==> src/rtl/xbar_pkg.sv <==
package xbar_pkg;
  typedef enum logic [1:0] {
    RK_DROP = 2'd0,
    RK_PORT = 2'd1,
    RK_HOST = 2'd2
  } route_kind_e;
endpackage

==> src/rtl/xbar_cfg_regs.sv <==
module xbar_cfg_regs #(
  parameter int NPORT = 8,
  parameter int PW    = 3,
  parameter int CW    = 4
) (
  input  logic                  clk,
  input  logic                  rst,
  input  logic                  we,
  input  logic [PW-1:0]         wr_idx,
  input  logic [CW-1:0]         wr_code,
  output logic [NPORT*CW-1:0]   codes
);
  for (genvar i = 0; i < NPORT; i++) begin : g_entry
    logic [CW-1:0] code_q;
    always_ff @(posedge clk) begin
      if (rst)                              code_q <= CW'(NPORT);
      else if (we && wr_idx == PW'(i))      code_q <= wr_code;
    end
    assign codes[i*CW +: CW] = code_q;

    assert_cfg_write_R3: assert property (@(posedge clk) disable iff (rst)
      (we && wr_idx == PW'(i)) |=> (code_q == $past(wr_code)));
  end
endmodule

==> src/rtl/xbar_scan.sv <==
module xbar_scan #(
  parameter int NPORT = 8,
  parameter int PW    = 3
) (
  input  logic          clk,
  input  logic          rst,
  output logic [PW-1:0] ptr
);
  localparam logic [PW-1:0] LAST = PW'(NPORT - 1);

  always_ff @(posedge clk) begin
    if (rst)              ptr <= '0;
    else if (ptr == LAST) ptr <= '0;
    else                  ptr <= ptr + 1'b1;
  end

  assert_scan_step_R2: assert property (@(posedge clk) disable iff (rst)
    !rst |=> (ptr == (($past(ptr) == LAST) ? '0 : $past(ptr) + 1'b1)));
endmodule

==> src/rtl/xbar_tx_slot.sv <==
module xbar_tx_slot #(
  parameter int W = 16
) (
  input  logic         clk,
  input  logic         rst,
  input  logic         load,
  input  logic [W-1:0] load_data,
  input  logic         take,
  output logic         valid,
  output logic [W-1:0] data
);
  always_ff @(posedge clk) begin
    if (rst) begin
      valid <= 1'b0;
    end else if (load) begin
      valid <= 1'b1;
    end else if (take) begin
      valid <= 1'b0;
    end
  end

  always_ff @(posedge clk) begin
    if (load) data <= load_data;
  end

  assert_slot_no_overwrite_R7: assert property (@(posedge clk) disable iff (rst)
    load |-> !valid);
  assert_slot_hold_R7: assert property (@(posedge clk) disable iff (rst)
    (valid && !take) |=> (valid && $stable(data)));
endmodule

==> src/rtl/xbar_host_fifo.sv <==
module xbar_host_fifo #(
  parameter int W     = 16,
  parameter int DEPTH = 16
) (
  input  logic         clk,
  input  logic         rst,
  input  logic         push,
  input  logic [W-1:0] push_data,
  output logic         full,
  input  logic         pop,
  output logic         rd_valid,
  output logic [W-1:0] rd_data
);
  localparam int AW = $clog2(DEPTH);

  logic [W-1:0]  mem [DEPTH];
  logic [AW-1:0] wr_ptr, rd_ptr;
  logic [AW:0]   count;

  always_ff @(posedge clk) begin
    if (push) mem[wr_ptr] <= push_data;
  end

  always_ff @(posedge clk) begin
    if (rst) begin
      wr_ptr <= '0;
      rd_ptr <= '0;
      count  <= '0;
    end else begin
      if (push) wr_ptr <= (wr_ptr == AW'(DEPTH - 1)) ? '0 : wr_ptr + 1'b1;
      if (pop)  rd_ptr <= (rd_ptr == AW'(DEPTH - 1)) ? '0 : rd_ptr + 1'b1;
      case ({push, pop})
        2'b10:   count <= count + 1'b1;
        2'b01:   count <= count - 1'b1;
        default: count <= count;
      endcase
    end
  end

  assign full     = (count == (AW+1)'(DEPTH));
  assign rd_valid = (count != '0);
  assign rd_data  = mem[rd_ptr];

  assert_no_overflow_R6: assert property (@(posedge clk) disable iff (rst)
    push |-> !full);
  assert_no_underflow_R5: assert property (@(posedge clk) disable iff (rst)
    pop |-> rd_valid);
endmodule

==> src/rtl/sport_xbar.sv <==
module sport_xbar
  import xbar_pkg::*;
#(
  parameter int NPORT  = 8,
  parameter int W      = 16,
  parameter int HDEPTH = 16,
  localparam int PW    = $clog2(NPORT),
  localparam int CW    = $clog2(NPORT + 1)
) (
  input  logic               clk,
  input  logic               rst,
  input  logic [NPORT-1:0]   rx_valid,
  input  logic [NPORT*W-1:0] rx_data,
  output logic [NPORT-1:0]   rx_ready,
  output logic [NPORT-1:0]   tx_valid,
  output logic [NPORT*W-1:0] tx_data,
  input  logic [NPORT-1:0]   tx_ready,
  input  logic               cfg_we,
  input  logic [PW-1:0]      cfg_port,
  input  logic [CW-1:0]      cfg_dest,
  input  logic               inj_valid,
  input  logic [PW-1:0]      inj_port,
  input  logic [W-1:0]       inj_data,
  output logic               inj_ready,
  output logic               host_valid,
  output logic [W-1:0]       host_data,
  input  logic               host_pop
);
  logic [NPORT*CW-1:0] codes;
  logic [PW-1:0]       scan;
  logic [CW-1:0]       cur_code;
  logic [PW-1:0]       dst_idx;
  logic [W-1:0]        cur_word;
  route_kind_e         kind;
  logic                fwd_ok, take, inj_go, fifo_full;

  xbar_cfg_regs #(.NPORT(NPORT), .PW(PW), .CW(CW)) u_cfg (
    .clk(clk), .rst(rst), .we(cfg_we), .wr_idx(cfg_port),
    .wr_code(cfg_dest), .codes(codes)
  );

  xbar_scan #(.NPORT(NPORT), .PW(PW)) u_scan (
    .clk(clk), .rst(rst), .ptr(scan)
  );

  assign cur_code = codes[scan*CW +: CW];
  assign cur_word = rx_data[scan*W +: W];
  assign dst_idx  = cur_code[PW-1:0];

  always_comb begin
    if (cur_code == CW'(scan) || cur_code > CW'(NPORT)) kind = RK_DROP;
    else if (cur_code == CW'(NPORT))                     kind = RK_HOST;
    else                                                 kind = RK_PORT;
  end

  assign inj_ready = !tx_valid[inj_port];
  assign inj_go    = inj_valid && inj_ready;

  always_comb begin
    case (kind)
      RK_DROP: fwd_ok = 1'b1;
      RK_HOST: fwd_ok = !fifo_full;
      RK_PORT: fwd_ok = !tx_valid[dst_idx] && !(inj_go && inj_port == dst_idx);
      default: fwd_ok = 1'b0;
    endcase
  end

  assign take     = rx_valid[scan] && fwd_ok;
  assign rx_ready = take ? (NPORT'(1) << scan) : '0;

  for (genvar i = 0; i < NPORT; i++) begin : g_lane
    logic         inj_here, fwd_here;
    logic [W-1:0] ld_word;
    assign inj_here = inj_go && inj_port == PW'(i);
    assign fwd_here = take && kind == RK_PORT && dst_idx == PW'(i);
    assign ld_word  = inj_here ? inj_data : cur_word;

    xbar_tx_slot #(.W(W)) u_slot (
      .clk(clk), .rst(rst), .load(inj_here || fwd_here), .load_data(ld_word),
      .take(tx_ready[i]), .valid(tx_valid[i]), .data(tx_data[i*W +: W])
    );

    assert_inj_lands_R8: assert property (@(posedge clk) disable iff (rst)
      (inj_valid && inj_ready && inj_port == PW'(i)) |=>
        (tx_valid[i] && tx_data[i*W +: W] == $past(inj_data)));
  end

  xbar_host_fifo #(.W(W), .DEPTH(HDEPTH)) u_hfifo (
    .clk(clk), .rst(rst), .push(take && kind == RK_HOST), .push_data(cur_word),
    .full(fifo_full), .pop(host_pop && host_valid),
    .rd_valid(host_valid), .rd_data(host_data)
  );

  assert_single_ack_R2: assert property (@(posedge clk) disable iff (rst)
    $onehot0(rx_ready));
  assert_ack_needs_valid_R2: assert property (@(posedge clk) disable iff (rst)
    (rx_ready & ~rx_valid) == '0);
endmodule

==> config.mk <==
export PLATFORM = sky130hd
export DESIGN_NAME = sport_xbar
export DESIGN_NICKNAME = d
export VERILOG_FILES = /design/src/rtl/xbar_pkg.sv /design/src/rtl/xbar_cfg_regs.sv /design/src/rtl/xbar_scan.sv /design/src/rtl/xbar_tx_slot.sv /design/src/rtl/xbar_host_fifo.sv /design/src/rtl/sport_xbar.sv
export SDC_FILE = /design/constraint.sdc
export NUM_CORES = 1
export LEC_CHECK = 0
export ABC_AREA = 1
export BUFFER_PORTS_ARGS = -buffer_cell sky130_fd_sc_hd__buf_2
export CAP_MARGIN = 25
export CORE_MARGIN = 4
export CORE_UTILIZATION = 40
export DETAILED_ROUTE_END_ITERATION = 8
export PLACE_DENSITY = 0.69
export RECOVER_POWER = 50
export SLEW_MARGIN = 10
export SYNTH_ARGS = -nofsm -noshare
export SYNTH_HDL_FRONTEND = slang
export SYNTH_SLANG_ARGS = --single-unit
==> constraint.sdc <==
create_clock -name clk -period 7.2 [get_ports clk]
set_input_delay 1.08 -clock clk [delete_from_list [all_inputs] [get_ports clk]]
set_output_delay 1.08 -clock clk [all_outputs]
set_load 0.02 [all_outputs]
==> run metrics <==
global route total overflow 0; DRT antenna net count 0; Cell Count, Final, Fillers Out about 2900; leakage ~9.2 nW; Tot GR Track Use 24.44%; starting density of the core 40.37%; RSZ-0062 raised after global routing no; CP endpoint kind register; FMAX 0.1720 GHz; worst skew pair latency ~0.60 ns; Setup CP Type reg2reg; chip height between 200 and 250 um; Worst Tran Pin Value about 3.6 ns; final clock period utilization by the worst path 80.77%; post-detail-place hpwl roughly 47000 um; Worst-path clk slew 0.06 ns; io pins 337; setup ws final 1.385 ns; Clk Tree Root Cell clkbuf_16; Clock Sinks 444; register area share after synthesis a little over three fifths; cell area after layout 23720 um2; CTS max path bufs 3; WL final 68240 um; Reg2Reg Launch Point u_scan.ptr[0]; Final Hold Vio Count 0; hold_buf cts 0; via count approximately 16000; vias in the first global route 15400; Worst slew margin -142.1%; row cnt between 80 and 90; nets 2400; Cells after Synth 1914; Net Count, Synth about 2100; startpoint types register; min-delay worst type reg2reg; CP Data Required Time roughly 7 ns; RR Endpoint u_hfifo.mem[0][11]; Mapped Avg Cell Area around 11 um2; Yosys reg bits 444; DR DRC count 0; IO buf count 336; post-layout util 47.46%; setup slack, reg-to-reg 1.38 ns; fin crit period 5.815 ns; yosys warns 0; Worst Setup EP u_hfifo.mem[0][11]; Post-CTS Resized 0; final setup vio count 0; 1st-pass router iterations 6; CTS buffer count 46; Inst Count DP 2831; Fin Hold WS 0.4628 ns; Die Width 232.6 um; Worst setup startpoint u_scan.ptr[0]; Fillers 4567; first-pass GRT wire length 98380 um; total power between 7 and 8 mW; max-slew violations around 360; Setup Skew around 0.031 ns; R2R cell count 7; Post-DP Area around 23000 um2; DR WL/cell approximately 23 um; worst-path fanout max 70; DR iter-0 viols 2066; number of H-tree levels 2; setup TNS 0 ns; Worst EP arrival 5.67 ns; Maximum Capacitance Violations 14; die area 54080 um2; Post-CTS Setup Bufs 0; Worst VDD drop 172.8 uV; largest net degree at the start of global routing 120; initial antenna violation count 2; layout cells sized above 1 14.99%; area of the core around 50000 um2; routed vias/inst 5.457; gpl congestion 0.9836; pre-CTS WS 2.537 ns; Netlist cell types 42; status complete, but fails checks; mapped cell area 20170 um2; CTS tree done; power per cell area 316.1 nW/um2; Area Growth Syn to Fin 17.57%; failing checks capacitance limit, slew limit
[flip-flops by register name, summed over array words and instances, names as in the netlist, named ones only]
signal                count
g_lane.u_slot.valid       8
u_hfifo.rd_ptr            4
u_scan.ptr                3
u_hfifo.count             5
u_hfifo.mem             256
u_hfifo.wr_ptr            4
g_lane.u_slot.data      128
u_cfg.g_entry.code_q     32
[worst min path at each step]
| stage | start | to | slack (ns) | depth (start not counted) |
|---|---|---|---|---|
| floorplan | u_cfg.g_entry[2].code_q[3] | u_cfg.g_entry[2].code_q[3] | 0.42 | 2 |
| global placement | u_cfg.g_entry[6].code_q[3] | u_cfg.g_entry[6].code_q[3] | 0.45 | 2 |
| detailed placement | u_cfg.g_entry[1].code_q[3] | u_cfg.g_entry[1].code_q[3] | 0.44 | 2 |
| CTS | u_cfg.g_entry[1].code_q[3] | u_cfg.g_entry[1].code_q[3] | 0.46 | 2 |
| global route | u_cfg.g_entry[5].code_q[1] | u_cfg.g_entry[5].code_q[1] | 0.48 | 2 |
| finish | u_cfg.g_entry[5].code_q[1] | u_cfg.g_entry[5].code_q[1] | 0.46 | 2 |
[kinds of logic after synthesis]
logic type / Yosys count / share of synthesized area (%)
xor+xnor: 7 / 0.3040
flops: 444 / 63.12
mux: 64 / 3.176
fa+ha+maj: 15 / 0.9305
simple gates: 591 / 12.44
compound gates: 501 / 14.05
buf+inv: 292 / 5.974
[per-layer routing]
layer	global-route usage [%]	up-vias	wire [um]
met5	0	-	0
met4	10.05	0	3220
met3	4.677	158	6298
met2	42.21	933	33820
met1	30.17	7539	24910
li1	-	7311	-
[cell usage in the layout (no fill, tap or decap), drive strengths merged]
| cell | netlist | routed |
|---|---|---|
| or2 | 1 | 1 |
| a31oi | 17 | 17 |
| buf | 50 | 224 |
| o22ai | 19 | 19 |
| o211ai | 64 | 64 |
| inv | 169 | 171 |
| clkinvlp | 0 | 1 |
| diode | 0 | 1 |
| nand2 | 290 | 290 |
| and2 | 1 | 1 |
| nor4 | 1 | 1 |
| xor2 | 7 | 7 |
| clkinv | 1 | 14 |
| a221oi | 2 | 2 |
| clkbuf | 72 | 211 |
| a21o | 1 | 1 |
| dfxtp | 60 | 60 |
| o21ai | 308 | 308 |
| nor2 | 202 | 202 |
| nand3 | 76 | 76 |
| ha | 15 | 15 |
| edfxtp | 384 | 384 |
| mux2i | 64 | 64 |
| bufinv | 0 | 5 |
| a21oi | 89 | 89 |
| nand4 | 16 | 16 |
| a21boi | 1 | 1 |
| nor3 | 4 | 4 |
[where the power goes]
| part | leakage [nW] | internal, mW | switching (mW) |
|---|---|---|---|
| clock network | 0.765 | 1.44 | 1.01 |
| registers | 3.95 | 3.01 | 0.122 |
| logic | 4.45 | 0.573 | 1.34 |
[cell type report]
class / instances / area [um2] / area share [%]
clock buffers: 65 / 1284 / 5.413
clock inverters: 21 / 280.3 / 1.182
well taps: 672 / 840.8 / 3.545
inverters: 170 / 639.4 / 2.696
repair buffers: 370 / 1768 / 7.455
flip-flops and latches: 444 / 12740 / 53.71
diodes: 1 / 2.502 / 0.01055
multi-input cells: 1178 / 6163 / 25.99
[critical path: stages (launching register included)]
cell and delay (ns):
dfxtp_1 0.60, buf_4 0.46, inv_1 0.46, buf_4 0.59, o21ai_0 0.15, o22ai_1 0.19
nor2_1 0.10, a31oi_1 2.50
[cells in the mapped netlist, drive strengths merged]
| cell type | n | area, um2 |
|---|---|---|
| nand4 | 16 | 131.4 |
| xor2 | 7 | 61.31 |
| buf | 50 | 294.0 |
| edfxtp | 384 | 11530 |
| nand3 | 76 | 432.9 |
| nor2 | 202 | 770.7 |
| nor3 | 4 | 35.03 |
| o22ai | 19 | 118.9 |
| clkinv | 1 | 3.750 |
| a21oi | 89 | 449.2 |
| a221oi | 2 | 17.52 |
| and2 | 1 | 6.260 |
| inv | 169 | 636.9 |
| a31oi | 17 | 206.5 |
| o211ai | 64 | 480.5 |
| ha | 15 | 187.7 |
| nand2 | 290 | 1121 |
| mux2i | 64 | 640.6 |
| a21boi | 1 | 7.510 |
| o21ai | 308 | 1545 |
| dfxtp | 60 | 1201 |
| a21o | 1 | 8.760 |
| nor4 | 1 | 6.260 |
| clkbuf | 72 | 270.3 |
| or2 | 1 | 6.260 |
(Power assumes the default switching activity.)
